[src/rtl/dma2d_pkg.sv]
// Shared types for the 2D DMA address generator.
package dma2d_pkg;
    typedef enum logic [1:0] {
        RUN_IDLE  = 2'd0,
        RUN_BLOCK = 2'd1,
        RUN_LOOP  = 2'd2
    } run_e;
endpackage

[src/rtl/dma2d_seq.sv]
// Run-state sequencer. Chooses block or loop mode at start, ends a block
// run on its final accepted beat, and leaves any run when halt is sampled.
// Assumes step already excludes cycles in which halt is high.
module dma2d_seq
    import dma2d_pkg::*;
(
    input  logic clk,
    input  logic rst_n,
    input  logic go,
    input  logic halt,
    input  logic loop_sel,
    input  logic step,
    input  logic block_last,
    output run_e state,
    output logic load,
    output logic done
);
    // Start is honoured only from idle and never together with halt.
    assign load = (state == RUN_IDLE) && go && !halt;

    // Run-state register and the registered completion pulse.
    always_ff @(posedge clk) begin
        if (!rst_n) begin
            state <= RUN_IDLE;
            done  <= 1'b0;
        end else begin
            done <= (state == RUN_BLOCK) && step && block_last;
            if (halt) begin
                state <= RUN_IDLE;
            end else begin
                case (state)
                    RUN_IDLE:  if (load) state <= loop_sel ? RUN_LOOP : RUN_BLOCK;
                    RUN_BLOCK: if (step && block_last) state <= RUN_IDLE;
                    default:   state <= state;
                endcase
            end
        end
    end

    assert_halt_idles_R9: assert property (@(posedge clk) disable iff (!rst_n)
        halt |=> (state == RUN_IDLE));
    assert_done_ends_block_R6: assert property (@(posedge clk) disable iff (!rst_n)
        done |-> ($past(state) == RUN_BLOCK) && (state == RUN_IDLE));
    assert_done_single_R6: assert property (@(posedge clk) disable iff (!rst_n)
        done |=> !done);
endmodule

[src/rtl/dma2d_block_walk.sv]
// Block-mode address counters: word within line, line index and the
// running start of the current line. The line start is accumulated by
// stride so no multiplier sits in the per-beat path.
// Assumes a non-zero line length whenever active.
module dma2d_block_walk #(
    parameter int AW = 32,
    parameter int LW = 16,
    parameter int CW = 16
) (
    input  logic          clk,
    input  logic          rst_n,
    input  logic          load,
    input  logic          step,
    input  logic          active,
    input  logic [AW-1:0] base,
    input  logic [LW-1:0] len,
    input  logic [LW-1:0] stride,
    input  logic [CW-1:0] lines_m1,
    output logic [AW-1:0] addr,
    output logic          last
);
    logic [LW-1:0] len_q, stride_q, col;
    logic [CW-1:0] lines_q, line;
    logic [AW-1:0] row_base;
    logic          line_end;

    assign line_end = (col == len_q - LW'(1));
    assign last     = line_end && (line == lines_q);
    assign addr     = row_base + AW'(col);

    // Settings capture at start and counter advance on each accepted beat.
    always_ff @(posedge clk) begin
        if (!rst_n) begin
            len_q    <= '0;
            stride_q <= '0;
            lines_q  <= '0;
            col      <= '0;
            line     <= '0;
            row_base <= '0;
        end else if (load) begin
            len_q    <= len;
            stride_q <= stride;
            lines_q  <= lines_m1;
            col      <= '0;
            line     <= '0;
            row_base <= base;
        end else if (step && active) begin
            if (line_end) begin
                col      <= '0;
                line     <= line + CW'(1);
                row_base <= row_base + AW'(stride_q);
            end else begin
                col <= col + LW'(1);
            end
        end
    end

    assert_col_bound_R3: assert property (@(posedge clk) disable iff (!rst_n)
        active |-> (col < len_q) && (line <= lines_q));
endmodule

[src/rtl/dma2d_loop_walk.sv]
// Loop-mode walker: a linear offset into a circular area that wraps to
// zero, with registered events one cycle after the beats that close the
// first and second halves. The area size is multiplied once, at start.
// Assumes a non-zero stride in loop mode and an even area.
module dma2d_loop_walk #(
    parameter int AW = 32,
    parameter int LW = 16,
    parameter int CW = 16
) (
    input  logic          clk,
    input  logic          rst_n,
    input  logic          load,
    input  logic          step,
    input  logic          active,
    input  logic [AW-1:0] base,
    input  logic [LW-1:0] stride,
    input  logic [CW-1:0] lines_m1,
    output logic [AW-1:0] addr,
    output logic          evt,
    output logic          evt_b
);
    localparam int PW = LW + CW + 1;

    logic [PW-1:0] area_d, area_q, half_q, off;
    logic [AW-1:0] base_q;
    logic          at_half, at_end;

    assign area_d  = PW'(stride) * (PW'(lines_m1) + PW'(1));
    assign at_half = (off == half_q - PW'(1));
    assign at_end  = (off == area_q - PW'(1));
    assign addr    = base_q + AW'(off);

    // Area capture at start and wrapping offset advance.
    always_ff @(posedge clk) begin
        if (!rst_n) begin
            area_q <= '0;
            half_q <= '0;
            base_q <= '0;
            off    <= '0;
        end else if (load) begin
            area_q <= area_d;
            half_q <= area_d >> 1;
            base_q <= base;
            off    <= '0;
        end else if (step && active) begin
            off <= at_end ? '0 : off + PW'(1);
        end
    end

    // Half-boundary event pulses, one cycle after the closing beat.
    always_ff @(posedge clk) begin
        if (!rst_n) begin
            evt   <= 1'b0;
            evt_b <= 1'b0;
        end else begin
            evt   <= step && active && (at_half || at_end);
            evt_b <= step && active && at_end;
        end
    end

    assert_off_bound_R7: assert property (@(posedge clk) disable iff (!rst_n)
        (active && (area_q != '0)) |-> (off < area_q));
    assert_second_half_is_event_R8: assert property (@(posedge clk) disable iff (!rst_n)
        evt_b |-> evt);
endmodule

[src/rtl/dma2d_walker.sv]
// Top of the single-channel 2D DMA address generator. Latches the
// transfer settings on a start from idle, offers one word address per
// beat on a valid/ready handshake and reports completion or half events.
// Assumes settings are stable in the cycle that go is sampled.
module dma2d_walker
    import dma2d_pkg::*;
#(
    parameter int AW = 32,
    parameter int LW = 16,
    parameter int CW = 16
) (
    input  logic          clk,
    input  logic          rst_n,
    input  logic [AW-1:0] cfg_base,
    input  logic [LW-1:0] cfg_line_len,
    input  logic [LW-1:0] cfg_stride,
    input  logic [CW-1:0] cfg_lines_m1,
    input  logic          cfg_to_dev,
    input  logic          cfg_burst4,
    input  logic          go,
    input  logic          halt,
    output logic          beat_valid,
    input  logic          beat_ready,
    output logic [AW-1:0] beat_addr,
    output logic          beat_to_dev,
    output logic          beat_burst4,
    output logic          busy,
    output logic          done,
    output logic          half_evt,
    output logic          half_sel
);
    run_e          state;
    logic          load, step, block_last, in_block, in_loop;
    logic [AW-1:0] block_addr, loop_addr;

    assign busy       = (state != RUN_IDLE);
    assign beat_valid = busy;
    assign step       = beat_valid && beat_ready && !halt;
    assign in_block   = (state == RUN_BLOCK);
    assign in_loop    = (state == RUN_LOOP);
    assign beat_addr  = in_loop ? loop_addr : block_addr;

    dma2d_seq u_seq (
        .clk        (clk),
        .rst_n      (rst_n),
        .go         (go),
        .halt       (halt),
        .loop_sel   (cfg_line_len == '0),
        .step       (step),
        .block_last (block_last),
        .state      (state),
        .load       (load),
        .done       (done)
    );

    dma2d_block_walk #(.AW(AW), .LW(LW), .CW(CW)) u_block (
        .clk      (clk),
        .rst_n    (rst_n),
        .load     (load),
        .step     (step),
        .active   (in_block),
        .base     (cfg_base),
        .len      (cfg_line_len),
        .stride   (cfg_stride),
        .lines_m1 (cfg_lines_m1),
        .addr     (block_addr),
        .last     (block_last)
    );

    dma2d_loop_walk #(.AW(AW), .LW(LW), .CW(CW)) u_loop (
        .clk      (clk),
        .rst_n    (rst_n),
        .load     (load),
        .step     (step),
        .active   (in_loop),
        .base     (cfg_base),
        .stride   (cfg_stride),
        .lines_m1 (cfg_lines_m1),
        .addr     (loop_addr),
        .evt      (half_evt),
        .evt_b    (half_sel)
    );

    // Beat attributes captured once per run.
    always_ff @(posedge clk) begin
        if (!rst_n) begin
            beat_to_dev <= 1'b0;
            beat_burst4 <= 1'b0;
        end else if (load) begin
            beat_to_dev <= cfg_to_dev;
            beat_burst4 <= cfg_burst4;
        end
    end

    assert_hold_on_stall_R4: assert property (@(posedge clk) disable iff (!rst_n)
        (beat_valid && !beat_ready && !halt) |=> beat_valid && $stable(beat_addr));
    assert_attr_stable_R10: assert property (@(posedge clk) disable iff (!rst_n)
        busy |=> (!busy || ($stable(beat_to_dev) && $stable(beat_burst4))));
    assert_no_done_with_event_R8: assert property (@(posedge clk) disable iff (!rst_n)
        !(done && half_evt));
    assert_idle_after_done_R6: assert property (@(posedge clk) disable iff (!rst_n)
        done |-> !beat_valid);
endmodule

[config.mk]
export PLATFORM = sky130hd
export DESIGN_NAME = dma2d_walker
export DESIGN_NICKNAME = d
export VERILOG_FILES = /design/src/rtl/dma2d_pkg.sv /design/src/rtl/dma2d_seq.sv /design/src/rtl/dma2d_block_walk.sv /design/src/rtl/dma2d_loop_walk.sv /design/src/rtl/dma2d_walker.sv
export SDC_FILE = /design/constraint.sdc
export NUM_CORES = 1
export LEC_CHECK = 0
export BUFFER_PORTS_ARGS = -buffer_cell sky130_fd_sc_hd__clkbuf_2
export CAP_MARGIN = 10
export CELL_PAD_IN_SITES_DETAIL_PLACEMENT = 1
export CELL_PAD_IN_SITES_GLOBAL_PLACEMENT = 2
export CORE_MARGIN = 4
export CORE_UTILIZATION = 39
export CTS_BUF_LIST = sky130_fd_sc_hd__clkbuf_4
export CTS_CLUSTER_SIZE = 12
export DETAILED_ROUTE_END_ITERATION = 8
export PLACE_DENSITY_LB_ADDON = 0.05
export RECOVER_POWER = 50
export SLEW_MARGIN = 20
export SYNTH_ARGS = -nofsm -noshare
export SYNTH_HDL_FRONTEND = slang
export SYNTH_SLANG_ARGS = --single-unit
[constraint.sdc]
create_clock -name clk -period 9.1 [get_ports clk]
set_clock_uncertainty 0.2 [all_clocks]
set_input_delay 1.365 -clock clk [delete_from_list [all_inputs] [get_ports clk]]
set_output_delay 1.365 -clock clk [all_outputs]
set_load 0.01 [all_outputs]
==> key figures, run 1 <==
Run status
  • Status: complete, but fails checks
  • Failing checks: capacitance limit, slew limit

Job
  • Max-cap violations: 5

Global routing
  • Global-route wire length before repair: 131,000 µm
  • Vias in the first global route: 23.2k
  • Largest net degree at the start of global routing: 83
  • Total GRT Usage: 25.0%
  • Residual overflow from global routing: 0
  • Initial antenna violation count: 3

Pwr
  • Sequential power share: 15.5%
  • P_sw: 0.00366 W
  • Clock power share: 13.6%
  • Post-route total power: 0.00737 W
  • P_int: 0.00371 W
  • Combinational Power Share: 70.9%
  • Power per cell area: 284 nW/µm²
  • Peak supply drop: 0.000350 V
  • Sw Ratio: 49.7%
  • Leakage: 11.5 nW

Worst setup path
  • CP Capture Type: flip-flop
  • Largest fanout on the critical path: 16
  • CP Class: in -> reg
  • Critical path arrival: 8.66 ns
  • Startpoint Class: input pin
  • Required time worst endpoint: 9.49 ns
  • Worst R2R Path Depth: 12

STA
  • Hold WS: 0.253 ns
  • Slew HR: -73.1%
  • Final setup violation count: 0
  • Final hold vios: 0
  • Final min period: 8.28 ns
  • Setup TNS: 0 ns
  • Worst Max-Slew Pin Slew: 2.60 ns
  • Slew Limit Fails: 239
  • Fin crit share: 91.0%
  • RSZ-0062 raised after global routing: false
  • Max Freq: 0.121 GHz

Placed design
  • Post-Place Cells: 3,768
  • Post-DP Area: 25,200 µm²
  • Port bufs: 125
  • Placer Congestion: 0.861
  • Hpwl dp: 63,800 µm

Yosys
  • XOR/XNOR share of the synthesized area: 10.8%
  • Most used DFF post-synth: dfxtp_1
  • Synth top area share: 18.2%
  • Async set-reset flop share out of synthesis: 0%
  • Post-synth net total: 3,462
  • Multiplexer share of the synthesized area: 0.633%
  • Adder-cell share of the synthesized area: 26.9%
  • Mean Syn Cell Area: 8.01 µm²
  • Main area contributors after synthesis: dfxtp_1, fa_1, ha_1
  • Register area share after synthesis: 18.2%
  • Top-count cell post-synth: nand2_1
  • Number of flops mapped to enable cells by yosys: 0
  • Largest family of logic cells by synthesized area: adder cells
  • Synth Area in Simple Gates: 22.7%
  • Synth top cells by count: nand2_1, inv_1, a21oi_1
  • Cell Area, Synth: 23,900 µm²
  • Seq cells post-synth: 217
  • Netlist cell types: 80
  • Area leader, netlist: dfxtp_1
  • Ys Warns: 0
  • Compound-Gate Fraction of Synth Area: 13.6%
  • Cells after Synth: 2,988

Die
  • Core area: 60,600 µm²
  • Die width: 256 µm
  • Top Ports: 126
  • Num rows: 90
  • DIE HEIGHT: 256 µm
  • Starting density of the core: 39.5%
  • Die Footprint: 65,400 µm²

CTS
  • Setup bufs post-CTS: 0
  • Resize count post-CTS: 0
  • Clk_lat worst skew: 0.79 ns
  • Max H-tree Level: 3
  • Hold bufs inserted after CTS: 0
  • CTS sink count: 217
  • Root buffer cell: clkbuf_4
  • Bufs on Longest Clock Path: 3
  • Clk slew on worst S/H paths: 0.06 ns
  • TritonCTS Buffers: 71
  • TritonCTS clock tree: yes

Cells and area
  • Post-layout instance area: 26,000 µm²
  • Nets@finish: 3,534
  • Fin cells: 3,883
  • Layout area overhead: 8.59%
  • Share of layout cells above drive strength 1: 9.97%

Route
  • Detailed-route via count: 21.6k
  • 1st-pass router iterations: 5
  • Drt total wl: 81,600 µm
  • Post-route DRC: 0
  • Iteration-0 DRC Markers: 926
  • Vias/cell: 5.56
  • Drt wl/cell: 21.0 µm
  • DRT antenna net count: 0

Hold path
  • Hold Path Stages: 2
  • Hold WC Path Type: reg -> reg
through the flow:
stage                     utilization (%)  setup slack, ns
after floorplan                         -            0.611
after detailed placement             41.5            0.127
final                                42.9            0.823
after global routing                 42.9            0.334
after global placement               41.5            0.269
after CTS                            42.9            0.945
flip-flops by register name, indices dropped and copies added, names as in the netlist:
signal            cells
u_block.stride_q     16
beat_to_dev           1
u_loop.off           33
u_loop.area_q        33
u_block.line         16
u_seq.done            1
u_loop.evt_b          1
u_loop.evt            1
u_block.row_base     32
u_block.len_q        16
u_loop.base_q        32
u_block.col          16
u_block.lines_q      16
u_seq.state           2
beat_burst4           1
cell type report:
type / instances / area (µm²)
diodes: 3 / 7.51
well taps: 782 / 978
clock inverters: 19 / 129
fillers: 7471 / 34600
inverters: 278 / 1040
multi-input cells: 2331 / 17900
repair buffers: 161 / 910
clock buffers: 92 / 691
flip-flops and latches: 217 / 4340
power groups by stage:
stage	clock [W]	sequential, W	combinational, W
global placement	0	0.00116	0.00520
detailed placement	0	0.00117	0.00528
global route	0.00110	0.00116	0.00598
CTS	0.00105	0.00114	0.00532
floorplan	0	0.00107	0.00396
finish	0.00100	0.00115	0.00522
worst max-delay path, cell delays in order:
cell      delay [ns]
clkbuf_2        0.14
and3_1          0.24
and3_1          0.22
nand4_1         0.21
inv_1           0.13
nand4_1         0.12
xnor2_1         0.26
buf_12          0.19
nand2_1         0.08
fa_1            0.49
fa_1            0.53
fa_1            0.52
inv_1           0.05
fa_1            0.50
fa_1            0.56
inv_1           0.06
fa_1            0.56
inv_1           0.05
ha_1            0.36
o2111a_1        0.27
a211oi_1        0.36
o41a_1          0.20
o41ai_1         0.10
o41ai_1         0.38
buf_4           0.22
o31ai_1         0.09
xnor2_1         0.13
a211oi_1        0.25
cells by family (layout without fill, tap and decap cells):
kind of cell	count (synthesis)	in the layout
other	0	3
XOR/XNOR	293	293
flip-flops	217	217
buffers and inverters	440	550
AO/OA/AOI/OAI	533	533
AND/OR/NAND/NOR	1104	1104
adder cells (fa/ha/maj)	387	387
multiplexers	14	14
routing by layer:
layer	track usage [%]	routed length, µm	part of all wire, %
met5	0	13	0.016
met4	7.62	2250	2.8
met3	3.04	2810	3.4
met2	43.3	39500	48
met1	32.6	37000	45
worst paths after layout:
check	to	from	slack, ns
setup / recovery	u_loop.area_q[32]	cfg_lines_m1[2]	0.82
hold / removal	beat_burst4	beat_burst4	0.25
setup reg to reg	u_block.line[15]	u_block.len_q[0]	3.09
hold reg to reg	beat_burst4	beat_burst4	0.25
layout by cell type, fill, tap and decap left out, drive strengths merged, types with 16 or more instances in the layout:
| cell type | n |
|---|---|
| nand2 | 465 |
| inv | 278 |
| clkbuf | 223 |
| a21oi | 222 |
| dfxtp | 217 |
| fa | 211 |
| ha | 176 |
| nor2 | 168 |
| xnor2 | 158 |
| xor2 | 134 |
| and2 | 127 |
| o21ai | 114 |
| nand3 | 71 |
| nand4 | 42 |
| nor3 | 41 |
| a21o | 39 |
| nor4 | 36 |
| and3 | 33 |
| buf | 30 |
| nor2b | 27 |
| a211oi | 25 |
| a31oi | 20 |
| nand2b | 18 |
| or3 | 17 |
| clkinv | 16 |
Power figures use the tool's default switching activity.
==> run 2: changes to the inputs <==
--- a/config.mk
+++ b/config.mk
@@ -10,12 +10,12 @@
 export CELL_PAD_IN_SITES_DETAIL_PLACEMENT = 1
 export CELL_PAD_IN_SITES_GLOBAL_PLACEMENT = 2
 export CORE_MARGIN = 4
-export CORE_UTILIZATION = 39
+export CORE_UTILIZATION = 42
 export CTS_BUF_LIST = sky130_fd_sc_hd__clkbuf_4
 export CTS_CLUSTER_SIZE = 12
 export DETAILED_ROUTE_END_ITERATION = 8
+export GPL_TIMING_DRIVEN = 0
 export PLACE_DENSITY_LB_ADDON = 0.05
-export RECOVER_POWER = 50
 export SLEW_MARGIN = 20
 export SYNTH_ARGS = -nofsm -noshare
 export SYNTH_HDL_FRONTEND = slang
==> constraint.sdc (replaced) <==
create_clock -name clk -period 10.25 [get_ports clk]
set_clock_uncertainty 0.2 [all_clocks]
set_input_delay 1.5375 -clock clk [delete_from_list [all_inputs] [get_ports clk]]
set_output_delay 1.5375 -clock clk [all_outputs]
set_load 0.01 [all_outputs]
==> run 2 against run 1 <==
The flow now finishes without violations. Utilization up 3.9 points. Setup slack worse by 0.25 ns. Non-clock buffer count up 120. Die area down 6.9%. Hold slack better by 0.0065 ns. Clock power down 13%. Register-to-register slack better by 2.1 ns. Global-route usage up 3.9 points. Design area up 1.4%. Largest power group unchanged. Largest cell class unchanged. Combinational power down 5.4%. Highest routed layer is now met4. First-iteration DRC count up 4.6%. Critical path type unchanged. Final cell count up 2.4%.
==> key figures, run 2 (same netlist as run 1, synthesis figures left out) <==
Hold path
  • Hold WC Path Type: reg -> reg
  • Hold Path Stages: 2
  • Worst min-delay path startpoint: u_block.stride_q[7]

CTS
  • TritonCTS Buffers: 67
  • TritonCTS clock tree: yes
  • Bufs on Longest Clock Path: 3
  • CTS sink count: 217
  • Max H-tree Level: 3
  • Setup bufs post-CTS: 0
  • Clk_lat worst skew: 0.77 ns
  • Clk slew on worst S/H paths: 0.06 ns
  • Root buffer cell: clkbuf_4
  • Resize count post-CTS: 0
  • Hold bufs inserted after CTS: 0

Cells and area
  • Share of layout cells above drive strength 1: 9.54%
  • Commonest cells after routing, fill and taps aside: nand2_1, inv_1, a21oi_1
  • Post-layout instance area: 26,400 µm²
  • Nets@finish: 3,650
  • Layout area overhead: 10.1%
  • Core Util, Final: 46.7%
  • Top Registers: u_loop.area_q x33, u_loop.off x33
  • Commonest non-fill, non-tap cell in the layout: nand2_1

Placed design
  • Hpwl dp: 71,700 µm
  • Dpl ws: -0.487 ns
  • Port bufs: 118
  • Placer Congestion: 0.908
  • Post-DP Area: 25,500 µm²

STA
  • Slew HR: 22.9%
  • Max Freq: 0.103 GHz
  • Setup TNS: 0 ns
  • Final min period: 9.67 ns
  • Fin worst setup slack: 0.576 ns
  • Fin crit share: 94.4%
  • RSZ-0062 raised after global routing: false
  • Slew Limit Fails: 0
  • Worst Max-Slew Pin Slew: 1.15 ns
  • Hold WS: 0.259 ns
  • Final hold vios: 0
  • Final setup violation count: 0

Die
  • Die width: 247 µm
  • Core area: 56,400 µm²
  • Top Ports: 126
  • Starting density of the core: 42.4%
  • Num rows: 87
  • DIE HEIGHT: 247 µm
  • Die Footprint: 60,800 µm²

Worst setup path
  • Largest fanout on the critical path: 10
  • CP bufs+invs: 5
  • Worst R2R Path Depth: 13
  • Reg2reg setup slack: 5.18 ns
  • CP Capture Type: flip-flop
  • CP top delay family: adder cells
  • Startpoint Class: input pin
  • Reg2Reg Launch Point: u_loop.area_q[1]
  • Critical path arrival: 10.13 ns
  • Critical path's largest stage delay: 0.79 ns
  • WP depth: 27
  • Slowest CP cell: xor2_1
  • Crit path launch: cfg_lines_m1[2]
  • Most used cell, CP: fa_1
  • Required time worst endpoint: 10.71 ns
  • CP Class: in -> reg

Global routing
  • Vias in the first global route: 23.6k
  • Total GRT Usage: 28.9%
  • Global-route wire length before repair: 135,000 µm
  • Largest net degree at the start of global routing: 11
  • Initial antenna violation count: 4
  • Residual overflow from global routing: 0

Pwr
  • Peak supply drop: 0.000364 V
  • Power per cell area: 257 nW/µm²
  • Leakage: 11.6 nW

Job
  • Max-cap violations: 0

Route
  • Drt wl/cell: 22.0 µm
  • 1st-pass router iterations: 5
  • DRT antenna net count: 0
  • Detailed-route via count: 22.0k
  • Drt total wl: 87,600 µm
  • Iteration-0 DRC Markers: 969
  • Vias/cell: 5.54
  • Post-route DRC: 0

Run status
  • Status: finished, final reports clean
run 2: power by group:
part           switching (W)  internal [W]  leakage (nW)
clock               0.000412      0.000463         0.486
sequential         0.0000512      0.000901          1.77
combinational        0.00295       0.00199          9.40
total                0.00341       0.00335          11.6
run 2: worst register-to-register path, delay by kind of cell, from the launching register on:
| kind | cells | cell delay (ns) |
|---|---|---|
| adders and majority gates | 1 | 0.17 |
| xor gates and xnor gates | 1 | 0.21 |
| buffers and inverters | 3 | 0.60 |
| AOI/OAI and AO/OA | 3 | 1.41 |
| DFF | 1 | 0.35 |
| and+or+nand+nor | 5 | 2.02 |
run 2: path summary, 6_finish.rpt:
path	end
hold / removal	u_block.stride_q[7]
setup reg to reg	u_loop.off[0]
hold reg to reg	u_block.stride_q[7]
setup / recovery	u_loop.area_q[32]
run 2: cell type report:
class / count / area (µm²)
clock buffer: 92 / 691
buffer: 162 / 692
timing repair buffer: 119 / 596
multi-input combinational: 2331 / 17900
fill: 7110 / 30000
clock inverter: 18 / 136
antenna: 3 / 7.51
sequential: 217 / 4340
tap: 756 / 946
inverter: 278 / 1040
run 2: per-stage QoR:
step | power [W] | std cells
after floorplan | 0.00446 | 2988
after global placement | 0.00580 | 3862
after detailed placement | 0.00592 | 3863
after CTS | 0.00684 | 3973
after global routing | 0.00745 | 3976
final | 0.00677 | 3976
run 2: per-layer routing:
metal	track usage, %	vias up	wire [µm]
li1	-	10400	-
met1	36.9	11000	37900
met2	49.3	499	41900
met3	4.15	159	4100
met4	11.6	0	3670
met5	0	-	0
==> run 3: changes to the inputs <==
--- a/config.mk
+++ b/config.mk
@@ -10,7 +10,7 @@
 export CELL_PAD_IN_SITES_DETAIL_PLACEMENT = 1
 export CELL_PAD_IN_SITES_GLOBAL_PLACEMENT = 2
 export CORE_MARGIN = 4
-export CORE_UTILIZATION = 42
+export CORE_UTILIZATION = 43
 export CTS_BUF_LIST = sky130_fd_sc_hd__clkbuf_4
 export CTS_CLUSTER_SIZE = 12
 export DETAILED_ROUTE_END_ITERATION = 8
@@ -19,4 +19,5 @@
 export SLEW_MARGIN = 20
 export SYNTH_ARGS = -nofsm -noshare
 export SYNTH_HDL_FRONTEND = slang
+export SYNTH_HIERARCHICAL = 1
 export SYNTH_SLANG_ARGS = --single-unit
==> run 3 against run 2 <==
Power up 1.4%. Combinational power up 0.8%. Wire length is 0.48% higher. Critical endpoint is now u_loop/area_q[31]. Sequential cell count is the same. Setup slack got worse by 0.20 ns. Clock power up 5.7%. Synthesized cell count down 2.4%.
==> key figures, run 3 <==
STA
  • Worst Max-Slew Pin Slew: 1.11 ns
  • Max Freq: 0.101 GHz
  • Final hold vios: 0
  • Fin crit share: 96.3%
  • Final setup violation count: 0
  • Slew Limit Fails: 0
  • Slew HR: 25.8%
  • Hold WS: 0.310 ns
  • RSZ-0062 raised after global routing: false
  • Final min period: 9.87 ns

Die
  • Num rows: 87
  • Starting density of the core: 43.6%
  • Die width: 247 µm
  • Die Footprint: 61,100 µm²
  • Core area: 56,500 µm²
  • Top Ports: 126
  • DIE HEIGHT: 247 µm

Worst setup path
  • Worst R2R Path Depth: 13
  • CP Class: in -> reg
  • CP bufs+invs: 5
  • Largest fanout on the critical path: 11
  • Reg2Reg Launch Point: u_block/len_q[0]
  • Reg-to-Reg End: u_block/row_base[27]
  • Critical path arrival: 10.29 ns
  • Reg2reg setup slack: 6.08 ns
  • Startpoint Class: input pin
  • Slowest CP cell: clkbuf_1
  • CP top delay family: adder cells
  • Most used cell, CP: fa_1
  • Critical path's largest stage delay: 0.65 ns
  • CP Capture Type: flip-flop
  • Required time worst endpoint: 10.67 ns

Pwr
  • Clock power share: 13.5%
  • Power per cell area: 253 nW/µm²
  • Leakage: 12.3 nW
  • Sequential power share: 14.0%
  • P_sw: 0.00349 W
  • Combinational Power Share: 72.5%
  • Sw Ratio: 50.8%
  • Peak supply drop: 0.000819 V
  • P_int: 0.00337 W

Global routing
  • Total GRT Usage: 28.7%
  • M3 GR Usage: 4.07%
  • Residual overflow from global routing: 0
  • Vias in the first global route: 23.4k
  • Global-route wire length before repair: 135,000 µm
  • Initial antenna violation count: 4
  • Gr busiest metal: met2
  • Met2 GRT Util: 48.0%
  • Largest net degree at the start of global routing: 13
  • Global routing usage on met1: 38.6%

CTS
  • Clk slew on worst S/H paths: 0.06 ns
  • Clk_lat worst skew: 0.79 ns
  • CTS sink count: 217
  • TritonCTS clock tree: yes
  • Resize count post-CTS: 0
  • TritonCTS Buffers: 69
  • Root buffer cell: clkbuf_4
  • Hold bufs inserted after CTS: 0
  • Bufs on Longest Clock Path: 3
  • Max H-tree Level: 3
  • Setup bufs post-CTS: 0

Route
  • 1st-pass router iterations: 6
  • DRT antenna net count: 0
  • Drt total wl: 88,000 µm
  • Vias/cell: 5.60
  • Post-route DRC: 0
  • Iteration-0 DRC Markers: 1,094
  • Drt wl/cell: 22.4 µm
  • Detailed-route via count: 22.0k

Yosys
  • Post-synth net total: 3,391
  • Cell Area, Synth: 24,600 µm²
  • Number of flops mapped to enable cells by yosys: 0
  • Async set-reset flop share out of synthesis: 0%
  • Synth top cells by count: inv_1, nand2_1, nor2_1
  • Top-count cell post-synth: inv_1
  • Mean Syn Cell Area: 8.44 µm²
  • Main area contributors after synthesis: dfxtp_1, fa_1, ha_1
  • Ys Warns: 6
  • Register area share after synthesis: 17.7%
  • Netlist cell types: 87
  • Area leader, netlist: dfxtp_1
  • Cells after Synth: 2,917
  • Seq cells post-synth: 217
  • Synth top area share: 17.7%
  • Most used DFF post-synth: dfxtp_1

Cells and area
  • Nets@finish: 3,588
  • Core Util, Final: 48.0%
  • Share of layout cells above drive strength 1: 10.7%
  • Commonest cells after routing, fill and taps aside: inv_1, nand2_1, nor2_1
  • Layout area overhead: 10.2%
  • Post-layout instance area: 27,100 µm²
  • Fill count: 6,839
  • Commonest non-fill, non-tap cell in the layout: inv_1
  • Top Registers: u_loop/area_q x33, u_loop/off x33

Placed design
  • Placer Congestion: 0.904
  • Post-DP Area: 26,200 µm²
  • Port bufs: 125
  • Hpwl dp: 72,100 µm

Job
  • Max-cap violations: 0

Hold path
  • Hold Path End: u_loop/base_q[30]
  • Worst min-delay path startpoint: u_loop/base_q[30]
  • Hold Path Stages: 2
  • Hold WC Path Type: reg -> reg

Run status
  • Status: finished, final reports clean
-- run 3: through the flow --
stage	power [W]	worst slack, ns	instances	setup TNS [ns]
CTS	0.00698	0.481	3919	0
global placement	0.00587	-0.173	3798	-0.397
global route	0.00749	0.0503	3920	0
finish	0.00686	0.379	3920	0
detailed placement	0.00598	-0.295	3799	-1.22
floorplan	0.00445	1.93	2917	0
-- run 3: worst register-to-register path: stages (launching register included) --
cell and delay [ns]:
dfxtp_1 0.39, inv_1 0.10, ha_1 0.14, clkbuf_1 0.35, or4b_1 0.48, clkbuf_1 0.21
nor4_1 0.25, a21oi_1 0.10, a21oi_1 0.25, o32ai_2 0.25, nor4_2 0.61, buf_4 0.30
a21oi_1 0.09, o311a_1 0.32
-- run 3: layer usage --
layer	routed length, µm	vias to the layer above
met5	13	-
met4	2440	2
met2	41600	538
met3	3940	145
met1	40000	11000
li1	-	10200
-- run 3: worst max path at each step --
| stage | from | to | slack, ns | depth (start not counted) |
|---|---|---|---|---|
| finish | cfg_lines_m1[0] | u_loop/area_q[31] | 0.38 | 28 |
| CTS | cfg_lines_m1[0] | u_loop/area_q[29] | 0.48 | 28 |
| global placement | cfg_lines_m1[0] | u_loop/area_q[31] | -0.17 | 28 |
| global route | cfg_lines_m1[0] | u_loop/area_q[29] | 0.05 | 26 |
| floorplan | cfg_lines_m1[0] | u_loop/area_q[31] | 1.93 | 27 |
| detailed placement | cfg_lines_m1[0] | u_loop/area_q[31] | -0.29 | 28 |
-- run 3: layout make-up --
class,count,area [µm²],share of cell area [%]
multi-input cells,2257,18500,68.3
well taps,756,946,3.49
diodes,1,2.50,0.00923
flip-flops and latches,217,4340,16.0
repair buffers,126,633,2.33
clock buffers,99,743,2.74
clock inverters,21,155,0.572
inverters,295,1110,4.08
plain buffers,148,667,2.46
-- run 3: power groups by stage --
stage	combinational (W)	clock, W	sequential, W
floorplan	0.00350	0	0.000954
global placement	0.00490	0	0.000977
detailed placement	0.00500	0	0.000979
CTS	0.00506	0.000961	0.000961
global route	0.00551	0.00101	0.000967
finish	0.00498	0.000925	0.000961
-- run 3: cell families after synthesis --
logic type      synth area share, %
compound gates                 10.4
xor+xnor                       9.84
fa+ha+maj                      26.1
buf+inv                        7.21
flops                          17.7
mux                            6.77
simple gates                   22.0
